--- config.mk ---
export PLATFORM = sky130hd
export DESIGN_NAME = core_image_loader
export DESIGN_NICKNAME = d
export VERILOG_FILES = /design/src/rtl/core_image_loader_pkg.sv /design/src/rtl/cil_ctrl_shadow.sv /design/src/rtl/cil_burst_engine.sv /design/src/rtl/core_image_loader.sv
export SDC_FILE = /design/constraint.sdc
export NUM_CORES = 1
export LEC_CHECK = 0
export BUFFER_PORTS_ARGS = -buffer_cell sky130_fd_sc_hd__buf_2
export CAP_MARGIN = 20
export CELL_PAD_IN_SITES_DETAIL_PLACEMENT = 1
export CELL_PAD_IN_SITES_GLOBAL_PLACEMENT = 1
export CORE_MARGIN = 2
export CORE_UTILIZATION = 34
export CTS_CLUSTER_SIZE = 14
export DETAILED_ROUTE_END_ITERATION = 8
export HOLD_SLACK_MARGIN = 0.1
export PLACE_DENSITY_LB_ADDON = 0.1
export RECOVER_POWER = 100
export SYNTH_ARGS = -nofsm -noshare
export SYNTH_HDL_FRONTEND = slang
export SYNTH_SLANG_ARGS = --single-unit
export TNS_END_PERCENT = 30
--- constraint.sdc ---
create_clock -name clk -period 3.3 [get_ports clk]
set_clock_uncertainty 0.1 [all_clocks]
set_input_delay 0.165 -clock clk [delete_from_list [all_inputs] [get_ports clk]]
set_output_delay 0.165 -clock clk [all_outputs]
set_load 0.005 [all_outputs]
--- src/rtl/core_image_loader_pkg.sv ---
package core_image_loader_pkg;

    localparam int CLEAR_BIT    = 2;
    localparam int MUTE_ADC_BIT = 3;
    localparam int MUTE_DAC_BIT = 4;

    typedef enum logic [2:0] {
        PH_IDLE,
        PH_MUTE,
        PH_CLEAR,
        PH_PROG,
        PH_PARAM,
        PH_RELEASE
    } phase_t;

    typedef enum logic [1:0] {
        OP_MUTE,
        OP_CLEAR,
        OP_RELEASE
    } ctrl_op_t;

endpackage

--- src/rtl/cil_ctrl_shadow.sv ---
module cil_ctrl_shadow
    import core_image_loader_pkg::*;
#(
    parameter int          CTRL_W    = 16,
    parameter logic [CTRL_W-1:0] CTRL_INIT = '1
) (
    input  logic              clk,
    input  logic              rst_n,
    input  ctrl_op_t          op_i,
    input  logic              accept_i,
    output logic [CTRL_W-1:0] wr_data_o
);
    localparam logic [CTRL_W-1:0] MUTE_MASK  = (CTRL_W'(1) << MUTE_ADC_BIT) | (CTRL_W'(1) << MUTE_DAC_BIT);
    localparam logic [CTRL_W-1:0] CLEAR_MASK = CTRL_W'(1) << CLEAR_BIT;

    typedef struct packed {
        logic [CTRL_W-1:0] value;
    } shadow_t;

    shadow_t s_d, s_q;

    always_comb begin
        s_d = s_q;
        unique case (op_i)
            OP_MUTE:    wr_data_o = s_q.value & ~MUTE_MASK;
            OP_CLEAR:   wr_data_o = s_q.value & ~(MUTE_MASK | CLEAR_MASK);
            default:    wr_data_o = s_q.value | MUTE_MASK | CLEAR_MASK;
        endcase
        if (accept_i) begin
            s_d.value = wr_data_o;
        end
    end

    always_ff @(posedge clk or negedge rst_n) begin
        if (!rst_n) begin
            s_q.value <= CTRL_INIT;
        end else begin
            s_q <= s_d;
        end
    end
endmodule

--- src/rtl/cil_burst_engine.sv ---
module cil_burst_engine #(
    parameter int DATA_W = 32,
    parameter int ADDR_W = 10,
    parameter int LEN_W  = ADDR_W + 1
) (
    input  logic              clk,
    input  logic              rst_n,
    input  logic              active_i,
    input  logic [LEN_W-1:0]  len_i,
    input  logic              src_valid_i,
    input  logic [DATA_W-1:0] src_data_i,
    output logic              src_ready_o,
    input  logic              mem_ready_i,
    output logic              mem_valid_o,
    output logic [ADDR_W-1:0] mem_addr_o,
    output logic [DATA_W-1:0] mem_data_o,
    output logic              last_o
);
    typedef struct packed {
        logic [LEN_W-1:0] beat;
    } burst_t;

    burst_t s_d, s_q;
    logic   accept;

    always_comb begin
        s_d         = s_q;
        src_ready_o = active_i && mem_ready_i;
        mem_valid_o = active_i && src_valid_i;
        mem_addr_o  = s_q.beat[ADDR_W-1:0];
        mem_data_o  = src_data_i;
        accept      = active_i && src_valid_i && mem_ready_i;
        last_o      = accept && ((s_q.beat + LEN_W'(1)) == len_i);
        if (last_o) begin
            s_d.beat = '0;
        end else if (accept) begin
            s_d.beat = s_q.beat + LEN_W'(1);
        end
    end

    always_ff @(posedge clk or negedge rst_n) begin
        if (!rst_n) begin
            s_q <= '0;
        end else begin
            s_q <= s_d;
        end
    end
endmodule

--- src/rtl/core_image_loader.sv ---
module core_image_loader
    import core_image_loader_pkg::*;
#(
    parameter int                DATA_W    = 32,
    parameter int                ADDR_W    = 10,
    parameter int                CTRL_W    = 16,
    parameter logic [CTRL_W-1:0] CTRL_INIT = 16'h001C,
    localparam int               LEN_W     = ADDR_W + 1
) (
    input  logic              clk,
    input  logic              rst_n,
    input  logic              start_i,
    input  logic [LEN_W-1:0]  prog_len_i,
    input  logic [LEN_W-1:0]  param_len_i,
    input  logic              src_valid_i,
    input  logic [DATA_W-1:0] src_data_i,
    output logic              src_ready_o,
    output logic              reg_wr_valid_o,
    output logic [CTRL_W-1:0] reg_wr_data_o,
    input  logic              reg_wr_ready_i,
    output logic              mem_wr_valid_o,
    output logic              mem_wr_sel_o,
    output logic [ADDR_W-1:0] mem_wr_addr_o,
    output logic [DATA_W-1:0] mem_wr_data_o,
    input  logic              mem_wr_ready_i,
    output logic              done_o
);
    typedef struct packed {
        phase_t           phase;
        logic [LEN_W-1:0] prog_len;
        logic [LEN_W-1:0] param_len;
        logic             done;
    } seq_t;

    seq_t             s_d, s_q;
    ctrl_op_t         op;
    logic             reg_accept;
    logic             burst_active;
    logic [LEN_W-1:0] burst_len;
    logic             burst_last;

    function automatic phase_t after_clear(input logic [LEN_W-1:0] p, input logic [LEN_W-1:0] q);
        if (p != '0)      return PH_PROG;
        else if (q != '0) return PH_PARAM;
        else              return PH_RELEASE;
    endfunction

    always_comb begin
        s_d            = s_q;
        s_d.done       = 1'b0;
        reg_wr_valid_o = (s_q.phase == PH_MUTE) || (s_q.phase == PH_CLEAR) || (s_q.phase == PH_RELEASE);
        reg_accept     = reg_wr_valid_o && reg_wr_ready_i;
        burst_active   = (s_q.phase == PH_PROG) || (s_q.phase == PH_PARAM);
        burst_len      = (s_q.phase == PH_PARAM) ? s_q.param_len : s_q.prog_len;
        mem_wr_sel_o   = (s_q.phase == PH_PARAM);
        unique case (s_q.phase)
            PH_MUTE:  op = OP_MUTE;
            PH_CLEAR: op = OP_CLEAR;
            default:  op = OP_RELEASE;
        endcase

        unique case (s_q.phase)
            PH_IDLE: begin
                if (start_i) begin
                    s_d.phase     = PH_MUTE;
                    s_d.prog_len  = prog_len_i;
                    s_d.param_len = param_len_i;
                end
            end
            PH_MUTE: begin
                if (reg_accept) s_d.phase = PH_CLEAR;
            end
            PH_CLEAR: begin
                if (reg_accept) s_d.phase = after_clear(s_q.prog_len, s_q.param_len);
            end
            PH_PROG: begin
                if (burst_last) s_d.phase = (s_q.param_len != '0) ? PH_PARAM : PH_RELEASE;
            end
            PH_PARAM: begin
                if (burst_last) s_d.phase = PH_RELEASE;
            end
            default: begin
                if (reg_accept) begin
                    s_d.phase = PH_IDLE;
                    s_d.done  = 1'b1;
                end
            end
        endcase
        done_o = s_q.done;
    end

    always_ff @(posedge clk or negedge rst_n) begin
        if (!rst_n) begin
            s_q <= '{phase: PH_IDLE, prog_len: '0, param_len: '0, done: 1'b0};
        end else begin
            s_q <= s_d;
        end
    end

    cil_ctrl_shadow #(
        .CTRL_W    (CTRL_W),
        .CTRL_INIT (CTRL_INIT)
    ) u_shadow (
        .clk       (clk),
        .rst_n     (rst_n),
        .op_i      (op),
        .accept_i  (reg_accept),
        .wr_data_o (reg_wr_data_o)
    );

    cil_burst_engine #(
        .DATA_W (DATA_W),
        .ADDR_W (ADDR_W),
        .LEN_W  (LEN_W)
    ) u_burst (
        .clk         (clk),
        .rst_n       (rst_n),
        .active_i    (burst_active),
        .len_i       (burst_len),
        .src_valid_i (src_valid_i),
        .src_data_i  (src_data_i),
        .src_ready_o (src_ready_o),
        .mem_ready_i (mem_wr_ready_i),
        .mem_valid_o (mem_wr_valid_o),
        .mem_addr_o  (mem_wr_addr_o),
        .mem_data_o  (mem_wr_data_o),
        .last_o      (burst_last)
    );
endmodule

Word-level counts from Yosys, hierarchy flattened
Cells that the tools add are included.

Register bits: 53. Input port bits: 60. Output and inout bits: 63. Logic and storage cells: 52.

Add/sub/neg operators: 1. Eq/ne operators: 12. Mux-type cells: 16. Reductions and logical operators: 17.

Operators by type and width (count): 2-to-1 mux 11 bit (3); 2-to-1 mux 25 bit (1); nonzero test 11 bit (2); 2-to-1 mux 3 bit (6); case mux 3 bit (5 select lines) (1); adder 11 x 1 -> 11 bit, second input constant (1); == test 11 bit (1); case mux 5 bit (2 select lines) (1); != test 2 bit, second input constant (4); == test 3 x 2 -> 1 bit, second input constant (2); == test 3 bit, second input constant (2); AND reduction 6 bit (1); logical AND 1 bit (5); OR reduction 5 bit (1); case mux 2 bit (2 select lines) (1); nonzero test 4 bit (1); == test 3 x 1 -> 1 bit, second input constant (1); zero test 3 bit (1); logical OR 1 bit (3); 2-to-1 mux 1 bit (3); == test 2 x 1 -> 1 bit, second input constant (1); zero test 2 bit (1); != test 2 x 1 -> 1 bit, second input constant (1); AND reduction 2 bit (1); nonzero test 2 bit (1).

Longest topological paths before layout
Gate-level depths: netlist of run 1.

Depth after elaboration: 7. Depth in mapped cells: 11. Gate-level depth less buffers: 8.

Modules after synthesis
Synthesis of run 1 repeated with hierarchy kept, for this count alone.

Cell total of the unflattened synthesis: 317. Area, all modules: 2766.4 um^2.

By module, submodules not included: core_image_loader (times used 1, cells an instance 151, area an instance 1396.3 um^2, seq. area each 650.6 um^2); cil_burst_engine (times used 1, cells an instance 145, area an instance 1207.4 um^2, seq. area each 275.3 um^2); cil_ctrl_shadow (times used 1, cells an instance 21, area an instance 162.7 um^2, seq. area each 26.3 um^2).

Worst setup path after synthesis of run 1
Ideal clock, no wire load.

Path type: reg2reg. Start: register s_q[24] (netlist name). End: register s_q[23] (netlist name). Setup time: 0.077 ns. Arrival time: 2.450 ns. Required time: 3.123 ns. Setup slack: 0.673 ns. Stages on the path, launching flop included: 11. Path buffers: 2. Period minus slack after synthesis: 2.627 ns. Cells stage by stage: dfrtp_1 -> buf_6 -> nor3b_4 -> buf_6 -> mux2i_1 -> xnor2_1 -> a311oi_1 -> o2111ai_1 -> nor4_4 -> mux2_2 -> a21oi_1.

Longest elaborated chain between the ends: 7. Elaborated cells between the ends (all ways): 23. Those cells by class: 11 x eq/ne; 2 x mux; 10 x reduce/logical.

RTL lines: from (decl) (line core_image_loader.sv:35) `seq_t s_d, s_q;`; from (signal assigned) (line core_image_loader.sv:94) `s_q <= '{phase: PH_IDLE, prog_len: '0, param_len: '0, done: 1'b0};`; == test 3 bit (*); named net mem_wr_sel_o (line core_image_loader.sv:22) `output logic mem_wr_sel_o,`; parallel branches: the longest is 6 deep, another holds 2-to-1 mux 11 bit.

Mark *: on every way through the listed nets, which the timed path passes. A chain may end at the register's enable or synchronous reset.

Worst setup path in the final report of run 1
Start: register s_q[24] (netlist name). End: register u_burst.s_q[2] (netlist name).

Longest elaborated chain between the ends: 6. Elaborated cells between the ends (all ways): 10. Those cells by class: 3 x eq/ne; 2 x mux; 5 x reduce/logical.

RTL lines: parallel branches: the longest is 6 deep, another holds 2-to-1 mux 11 bit; to (signal assigned) (line cil_burst_engine.sv:43) `s_q <= '0;`; to (signal assigned) (line cil_burst_engine.sv:45) `s_q <= s_d;`; to (decl) (line cil_burst_engine.sv:23) `burst_t s_d, s_q;`.

Several ways; the timed one is not identified.

==> impl_metrics.tcl, run 1 <==
set metrics [dict create \
    status "finished with violations" \
    violations "capacitance limit, slew limit" \
    tritoncts "built" \
    core_sq_um 7610 \
    clockPowerShare 0.336 \
    ys_ff_latch 38 \
    p_leak_uw 0.00121 \
    num_vias 1908 \
    nets 357 \
    max-cap-violations 1 \
    min_period_ns 2.91 \
    grt_max_degree 39 \
    numCtsBuffers 5 \
    slew_viol_final 39 \
    dp_hpwl_um 4140 \
    drtAntennaViolNets 0 \
    overflow 0 \
    syn_to_final_growth_pct 11.9 \
    cts-root-buf "clkbuf_8" \
    cp-end-kind "flip-flop" \
    instances_no_fill 399 \
    synth_edf_count 0 \
    setup_viol 0 \
    max-vdd-ir-drop_mv 0.214 \
    relSlewSlack -0.447 \
    ys.flop_type "dfrtp_1" \
    sw_frac_of_total 0.280 \
    p_seq_frac 0.427 \
    die_x_um 92.1 \
    worstMarginPinSlew_ns 2.17 \
    async_flop_share 1.00 \
    cts_sinks 38 \
    grt_pass1_wl_um 9350 \
    diodes 0 \
    critPathKind "reg -> reg" \
    track_usage 0.139 \
    rsz0062_at_grt "no" \
    clk_latency_ns 0.29 \
    crit_path_start_kind "flip-flop" \
    ys_types 40 \
    setup_tns_ns 0 \
    grt_pass1_vias 1873 \
    p_switching_uw 412 \
    first_pass_iters 4 \
    p_int_uw 1060 \
    wl_per_cell_um 14.2 \
    drc_errors 0 \
    clk_pin_slew_ns 0.08 \
    period_share 0.882 \
    io_pins 123 \
    netlist_area_sq_um 2640 \
    clockBufferDepth 2 \
    maxClockFrequency_mhz 344 \
    grt_antenna_before_repair 0 \
    yosysWarnings 0 \
    die_y_um 92.1 \
    worst_ep_arrival_time_ns 2.99 \
    yosysSeqAreaShare 0.361 \
    drt-initial-drc-count 67 \
    htreeDepth 2 \
    gp_congestion 0.696 \
    syn_inst 272 \
    cp.required_ns 3.38 \
    power_frac_comb 0.237 \
    post_cts_buffers 0 \
    vias_per_cell 4.78 \
    numPortBuffers 45 \
    placedCellCount 367 \
    hold_viol_final 0 \
    drt-total-wl_um 5670 \
    holdWs_ns 0.230 \
    rows 32 \
    p_per_area_nw_per_um2 498 \
    drive_above_1_share 0.263 \
    start_util 0.347 \
    layout_common_cells "dfrtp_1, buf_2, mux2_2, dlygate4sd3_1, nand2_1" \
    die-area_sq_um 8480 \
    syn_area_per_cell_sq_um 9.70 \
    path_max_fanout 10 \
    hp-class "in -> out" \
]
[state kept, by name, indices dropped and copies added, names as in the netlist]
register,flops
u_shadow.s_q,1
done_o,1
s_q,25
u_burst.s_q,11
[worst paths after layout]
kind | depth (start not counted) | endpoint | start | slack, ns
setup / recovery | 9 | u_burst.s_q[2] | s_q[24] | 0.39
hold / removal | 0 | mem_wr_data_o[0] | src_data_i[0] | 0.23
setup reg to reg | 9 | u_burst.s_q[2] | s_q[24] | 0.39
hold reg to reg | 1 | s_q[16] | s_q[16] | 0.44
max in group asynchronous | 2 | s_q[3] | rst_n | 0.92
min in group asynchronous | 2 | u_burst.s_q[5] | rst_n | 0.95
[cell type report]
cell class,count,area (sq um)
multi-input cells,172,1220
well taps,102,128
clock buffers,6,82.6
inverters,3,11.3
repair buffers,76,500
clock inverters,2,60.1
fillers,902,4660
flip-flops and latches,38,952
[worst max-delay path, cell delays in order, from the launching register on]
cell and delay (ns):
dfrtp_1 0.50, nor3b_4 0.51, mux2i_1 0.35, xnor2_2 0.16, xor2_1 0.17, a31oi_1 0.14, nor4_4 0.34, buf_4 0.21
nor4b_1 0.06, a211o_1 0.27
[Yosys cell counts, types with 2 or more instances]
| cell type | number | area share |
|---|---|---|
| buf_4 | 56 | 0.16 |
| dfrtp_1 | 37 | 0.35 |
| mux2_2 | 24 | 0.10 |
| nand2_1 | 19 | 0.027 |
| a21oi_1 | 11 | 0.021 |
| mux2i_1 | 11 | 0.042 |
| xnor2_1 | 11 | 0.037 |
| clkbuf_1 | 9 | 0.013 |
| nand3_1 | 9 | 0.017 |
| a21o_1 | 8 | 0.023 |
| o21ai_0 | 8 | 0.015 |
| nor2_1 | 7 | 0.010 |
| nor3_1 | 6 | 0.011 |
| xor2_1 | 6 | 0.020 |
| nor4_1 | 5 | 0.012 |
| and3_1 | 4 | 0.0095 |
| nand2b_1 | 4 | 0.0095 |
| or3_1 | 4 | 0.0095 |
| buf_2 | 3 | 0.0057 |
| buf_6 | 3 | 0.013 |
| inv_1 | 3 | 0.0043 |
| and2_1 | 2 | 0.0047 |
| nand4_1 | 2 | 0.0047 |
| nor3b_1 | 2 | 0.0057 |
| nor4b_1 | 2 | 0.0066 |
| o31ai_1 | 2 | 0.0057 |
[cells by family (layout without fill, tap and decap cells)]
group | after synthesis | after routing | share of synthesized area
adders and majority gates | 1 | 1 | 0.00474
buffers and inverters | 74 | 87 | 0.195
and+or+nand+nor | 70 | 70 | 0.148
muxes | 35 | 35 | 0.144
AOI/OAI and AO/OA | 35 | 35 | 0.0830
other | 1 | 13 | 0.00142
DFF | 38 | 38 | 0.361
xor gates and xnor gates | 18 | 18 | 0.0626
[metrics by stage]
step | cell area (sq um) | util | setup WS (ns) | total power, uW
floorplan | 2680 | - | 0.673 | 919
global placement | 2590 | 0.341 | 0.434 | 968
detailed placement | 2590 | 0.341 | 0.366 | 971
CTS | 2970 | 0.391 | 0.339 | 1500
global route | 2950 | 0.388 | 0.146 | 1570
finish | 2950 | 0.388 | 0.391 | 1470
[power groups by stage]
stage | sequential (uW) | combinational [uW] | clock (uW)
after floorplan | 610 | 309 | 0
after global placement | 644 | 324 | 0
after detailed placement | 640 | 332 | 0
after CTS | 631 | 355 | 515
after global routing | 643 | 397 | 528
final | 627 | 348 | 495
[per-layer routing]
metal	global-route usage	wire length, um	vias up	part of all wire
met5	0	0	-	0
li1	-	-	917	-
met1	0.196	2750	928	0.49
met4	0.0423	59	0	0.010
met2	0.212	2570	52	0.45
met3	0.0304	284	11	0.050
[timing repair]
| action | 4_1_cts | 5_1_grt |
|---|---|---|
| hold endpoints to repair | 60 | 0 |
| hold buffers | 24 | 0 |
| gates resized for setup | 0 | 0 |
Note: power is estimated with default switching activity, not from simulation.
==> run 2, diff against run 1 <==
Settings changed: SYNTH_HIERARCHICAL set to 1.
==> impl_metrics.tcl, run 2 <==
set metrics [dict create \
    clockBufferDepth 2 \
    grt_max_degree 39 \
    crit_path_start_kind "flip-flop" \
    synth_edf_count 0 \
    vias_per_cell 4.72 \
    yosysWarnings 6 \
    yosys.area.top_type_share 0.335 \
    syn_inst 317 \
    synth_fa_ha_area_frac 0.00452 \
    final_common_cell "nand2_1" \
    ys_ff_latch 38 \
    first_pass_iters 4 \
    placedCellCount 418 \
    cts-root-buf "clkbuf_8" \
    numPortBuffers 45 \
    worst_ep_arrival_time_ns 3.28 \
    ys.flop_type "dfrtp_1" \
    synth_mux_area_frac 0.0611 \
    slowest_delay_ns 0.38 \
    path_max_fanout 5 \
    p_per_area_nw_per_um2 782 \
    holdWs_ns 0.230 \
    drive_above_1_share 0.230 \
    yosysSeqAreaShare 0.344 \
    worstMarginPinSlew_ns 2.12 \
    core_sq_um 7810 \
    hp-class "in -> out" \
    setup_viol 0 \
    layout_common_cells "nand2_1, buf_2, dfrtp_1" \
    relSlewSlack -0.417 \
    synth_top_family_by_area "simple AND/OR/NAND/NOR gates" \
    drt-total-wl_um 6850 \
    rsz0062_at_grt "yes" \
    maxClockFrequency_mhz 316 \
    synthTopCellsByArea "dfrtp_1, buf_4, nand2_1" \
    netlist_area_sq_um 2770 \
    synth_compound_area_frac 0.0850 \
    max-cap-violations 1 \
    power_uw 2440 \
    io_pins 123 \
    largest_registers "s_q x25, u_burst/s_q x11" \
    die_x_um 94.2 \
    cp.buffers_inverters 0 \
    grt_pass1_wl_um 11600 \
    wl_per_cell_um 15.2 \
    track_usage 0.168 \
    cp-end-kind "flip-flop" \
    htreeDepth 2 \
    cts_sinks 38 \
    tritoncts "built" \
    clk_latency_ns 0.29 \
    hold_viol_final 0 \
    start_util 0.354 \
    die_y_um 94.2 \
    violations "capacitance limit, slew limit" \
    setup_tns_ns 0 \
    path_cells "or2_4 > nor2_4 > mux2_4 > and2_1 > o221a_1 > a311o_1 > a41oi_2 > nor3_4 > mux2_4 > a21oi_2 > nor2b_4 > mux2i_1" \
    largest_register_ffs 25 \
    period_share 0.959 \
    gp_congestion 0.771 \
    critPathKind "reg -> reg" \
    overflow 0 \
    diodes 0 \
    critPathTopFamily "compound AO/OA/AOI/OAI gates" \
    synth_common_cells "nand2_1, buf_4, dfrtp_1" \
    dp_hpwl_um 4980 \
    synth-simple-area-share 0.248 \
    async_flop_share 1.00 \
    synth.most_common_cell "nand2_1" \
    slew_viol_final 39 \
    cp.required_ns 3.42 \
    status "finished with violations" \
    die-area_sq_um 8870 \
    synth_top_cell_by_area "dfrtp_1" \
    drt-initial-drc-count 86 \
    rows 32 \
    instances_no_fill 450 \
    post_cts_buffers 0 \
    syn_to_final_growth_pct 13.0 \
    grt_pass1_vias 2259 \
    numCtsBuffers 5 \
    nets 408 \
    final_util 0.400 \
    slowest_stage "dfrtp_1" \
    ys_types 54 \
    top_register "s_q" \
    syn_area_per_cell_sq_um 8.73 \
    cp_common_cell "mux2_4" \
    drc_errors 0 \
    num_vias 2126 \
    min_period_ns 3.16 \
    drtAntennaViolNets 0 \
    max-vdd-ir-drop_mv 0.227 \
    synth_xor_area_frac 0.0692 \
    clk_pin_slew_ns 0.08 \
    p_leak_uw 0.00150 \
    grt_antenna_before_repair 0 \
]
[run 2: timing repair]
item / CTS / global route
endpoints found under the setup margin: 0 / 3
hold buffers: 24 / 0
hold endpoints to repair: 60 / 0
resized for setup: 0 / 2
[run 2: kinds of logic after synthesis]
logic type                 Yosys count
xor gates and xnor gates            21
adders and majority gates            1
other                                1
and+or+nand+nor                    141
muxes                               15
DFF                                 38
buffers and inverters               73
AOI/OAI and AO/OA                   27
[run 2: through the flow]
step / setup WS [ns] / instance area [sq um]
global placement: 0.191 / 2750
floorplan: -0.00592 / 2820
detailed placement: 0.0772 / 2750
CTS: 0.0592 / 3140
finish: 0.136 / 3130
global route: -0.0193 / 3130
[run 2: path summary, 6_finish.rpt]
kind                                     end  slack (ns)      startpoint  cells past startpoint
min reg2reg                          s_q[19]        0.41         s_q[19]                      2
max                                  s_q[23]        0.14         s_q[24]                     12
min in group asynchronous     u_burst/s_q[4]        0.92           rst_n                      2
max in group asynchronous            s_q[16]        0.96           rst_n                      2
max reg2reg                          s_q[23]        0.14         s_q[24]                     12
min                        mem_wr_data_o[18]        0.23  src_data_i[18]                      0
[run 2: worst reg2reg max path, delay by kind of cell, from the launching register on]
family             cells  cell delay, ns
AOI/OAI and AO/OA      4            0.91
DFF                    1            0.38
muxes                  3            0.81
and+or+nand+nor        5            0.89
[run 2: area by class of cell]
| class | count | area, sq um |
|---|---|---|
| fillers | 933 | 4680 |
| multi-input cells | 218 | 1360 |
| flip-flops and latches | 38 | 952 |
| repair buffers | 79 | 529 |
| well taps | 102 | 128 |
| clock buffers | 6 | 82.6 |
| clock inverters | 2 | 60.1 |
| inverters | 5 | 18.8 |
[run 2: metal layers]
layer / wire [um] / GRT usage / vias up
met1: 3310 / 0.225 / 1025
met4: 70 / 0.0399 / 0
li1: - / - / 1041
met5: 0 / 0 / -
met2: 3210 / 0.279 / 50
met3: 251 / 0.0329 / 10
[run 2: power by group]
part / switching [uW] / internal, uW
clock network: 181 / 323
registers: 156 / 632
logic: 635 / 518
==> run 3, diff against run 2 <==
Settings changed: CORE_ASPECT_RATIO set to 0.8.
==> impl_metrics.tcl, run 3 (same netlist as run 2, synthesis figures left out) <==
set metrics [dict create \
    die_y_um 84.7 \
    slew_viol_final 39 \
    wl_per_cell_um 15.4 \
    gp_congestion 0.775 \
    slowest_stage "dfrtp_1" \
    syn_to_final_growth_pct 15.7 \
    cp-end-kind "flip-flop" \
    hp-start "src_data_i[11]" \
    rows 29 \
    start_util 0.350 \
    track_usage 0.165 \
    clk_latency_ns 0.30 \
    die_x_um 105 \
    nets 407 \
    clockBufferDepth 2 \
    drive_above_1_share 0.236 \
    core_sq_um 7910 \
    critPathKind "reg -> reg" \
    period_share 0.962 \
    r2r_cells 12 \
    numCtsBuffers 5 \
    p_per_area_nw_per_um2 794 \
    largest_registers "s_q x25, u_burst/s_q x11" \
    hold_viol_final 0 \
    cp_common_cell "mux2_4" \
    crit_path_start_kind "flip-flop" \
    instances_no_fill 455 \
    path_max_fanout 4 \
    worstMarginPinSlew_ns 2.19 \
    num_vias 2107 \
    relSlewSlack -0.459 \
    rsz0062_at_grt "yes" \
    finalInstanceArea_sq_um 3200 \
    die-area_sq_um 8880 \
    min_period_ns 3.18 \
    grt_pass1_wl_um 11500 \
    r2r_slack_ns 0.12 \
    overflow 0 \
    worst_ep_arrival_time_ns 3.30 \
    layout_common_cells "nand2_1, buf_2, dfrtp_1" \
    timing.rr.start "s_q[24]" \
    setup_viol 0 \
    maxClockFrequency_mhz 315 \
    final_common_cell "nand2_1" \
    p_leak_uw 0.00152 \
    cts_sinks 38 \
    placedCellCount 422 \
    first_pass_iters 4 \
    vias_per_cell 4.63 \
    top_register "s_q" \
    cp.required_ns 3.42 \
    max-cap-violations 1 \
    reg2reg_to "s_q[23]" \
    status "finished with violations" \
    tritoncts "built" \
    drt-initial-drc-count 83 \
    min_delay_path_depth 0 \
    largest_register_ffs 25 \
    dpl_cell_area_sq_um 2750 \
    drc_errors 0 \
    diodes 0 \
    grt_pass1_vias 2153 \
    max-vdd-ir-drop_mv 0.280 \
    hp-class "in -> out" \
    dp_hpwl_um 4940 \
    whs_endpoint "mem_wr_data_o[11]" \
    drt-total-wl_um 6990 \
    grt_max_degree 39 \
    clk_pin_slew_ns 0.08 \
    drtAntennaViolNets 0 \
    cts-root-buf "clkbuf_8" \
    numPortBuffers 45 \
    path_cells "or2_4 > nor2_4 > mux2_4 > and2_4 > o221a_1 > a311o_1 > a41oi_2 > nor3_4 > mux2_4 > a21oi_2 > nor2b_4 > mux2i_1" \
    grt_antenna_before_repair 0 \
    htreeDepth 2 \
    violations "capacitance limit, slew limit" \
    io_pins 123 \
    slowest_delay_ns 0.38 \
]
-- run 3: cell count changes in the layout (fill, tap and decap cells not counted), moves of 2 or more --
cell,delta
mux2_2,-2
mux2_4,+2
and2_1,+2
buf_4,-2
and2_0,-3
-- run 3: how the worst max path moves through the flow --
stage	from	end	slack, ns	cells after the start
2_1_floorplan	s_q[23]	s_q[23]	-0.006	14
3_3_place_gp	s_q[24]	s_q[23]	0.11	12
3_5_place_dp	s_q[24]	s_q[23]	0.03	12
4_1_cts	s_q[24]	s_q[25]	0.03	12
5_1_grt	s_q[24]	s_q[24]	-0.08	13
6_report	s_q[24]	s_q[23]	0.12	12
-- run 3: critical path, delay by kind of cell (launching register included) --
kind | cells | cell delay (ns)
compound gates | 4 | 0.90
flops | 1 | 0.38
mux | 3 | 0.80
simple gates | 5 | 0.94
-- run 3: power breakdown --
| part | internal [uW] | leakage (uW) | switching [uW] |
|---|---|---|---|
| Combinational | 553 | 0.000966 | 691 |
| Clock | 323 | 0.0000714 | 183 |
| Sequential | 632 | 0.000483 | 159 |
| Total | 1510 | 0.00152 | 1030 |
-- run 3: stage by stage --
step	power, uW	setup TNS (ns)	util	setup WS [ns]	hold WS, ns
global route	2750	-0.220	0.405	-0.0821	0.230
detailed placement	1930	0	0.347	0.0326	0.230
finish	2540	0	0.405	0.125	0.230
global placement	1920	0	0.347	0.107	0.230
CTS	2480	0	0.396	0.0315	0.230
floorplan	1680	-0.00592	-	-0.00592	-0.231
-- run 3: what timing repair did --
item / 4_1_cts / 5_1_grt
cloned: 0 / 0
hold endpoints to repair: 60 / 0
gates resized for setup: 1 / 10
hold buffers: 24 / 0
setup buffers: 0 / 1
pin swaps: 0 / 6
endpoints found under the setup margin: 1 / 3
-- run 3: routing by layer --
metal / GRT usage / up-vias / routed length (um)
li1: - / 1038 / -
met5: 0 / - / 0
met4: 0.0485 / 0 / 88
met1: 0.236 / 1001 / 3490
met3: 0.0326 / 18 / 274
met2: 0.254 / 50 / 3140
-- run 3: final cells by class --
type / count / area [sq um]
Fill cell: 978 / 4710
Sequential cell: 38 / 952
Tap cell: 108 / 135
Clock buffer: 6 / 82.6
Inverter: 5 / 18.8
Multi-Input combinational cell: 218 / 1430
Timing Repair Buffer: 78 / 527
Clock inverter: 2 / 60.1
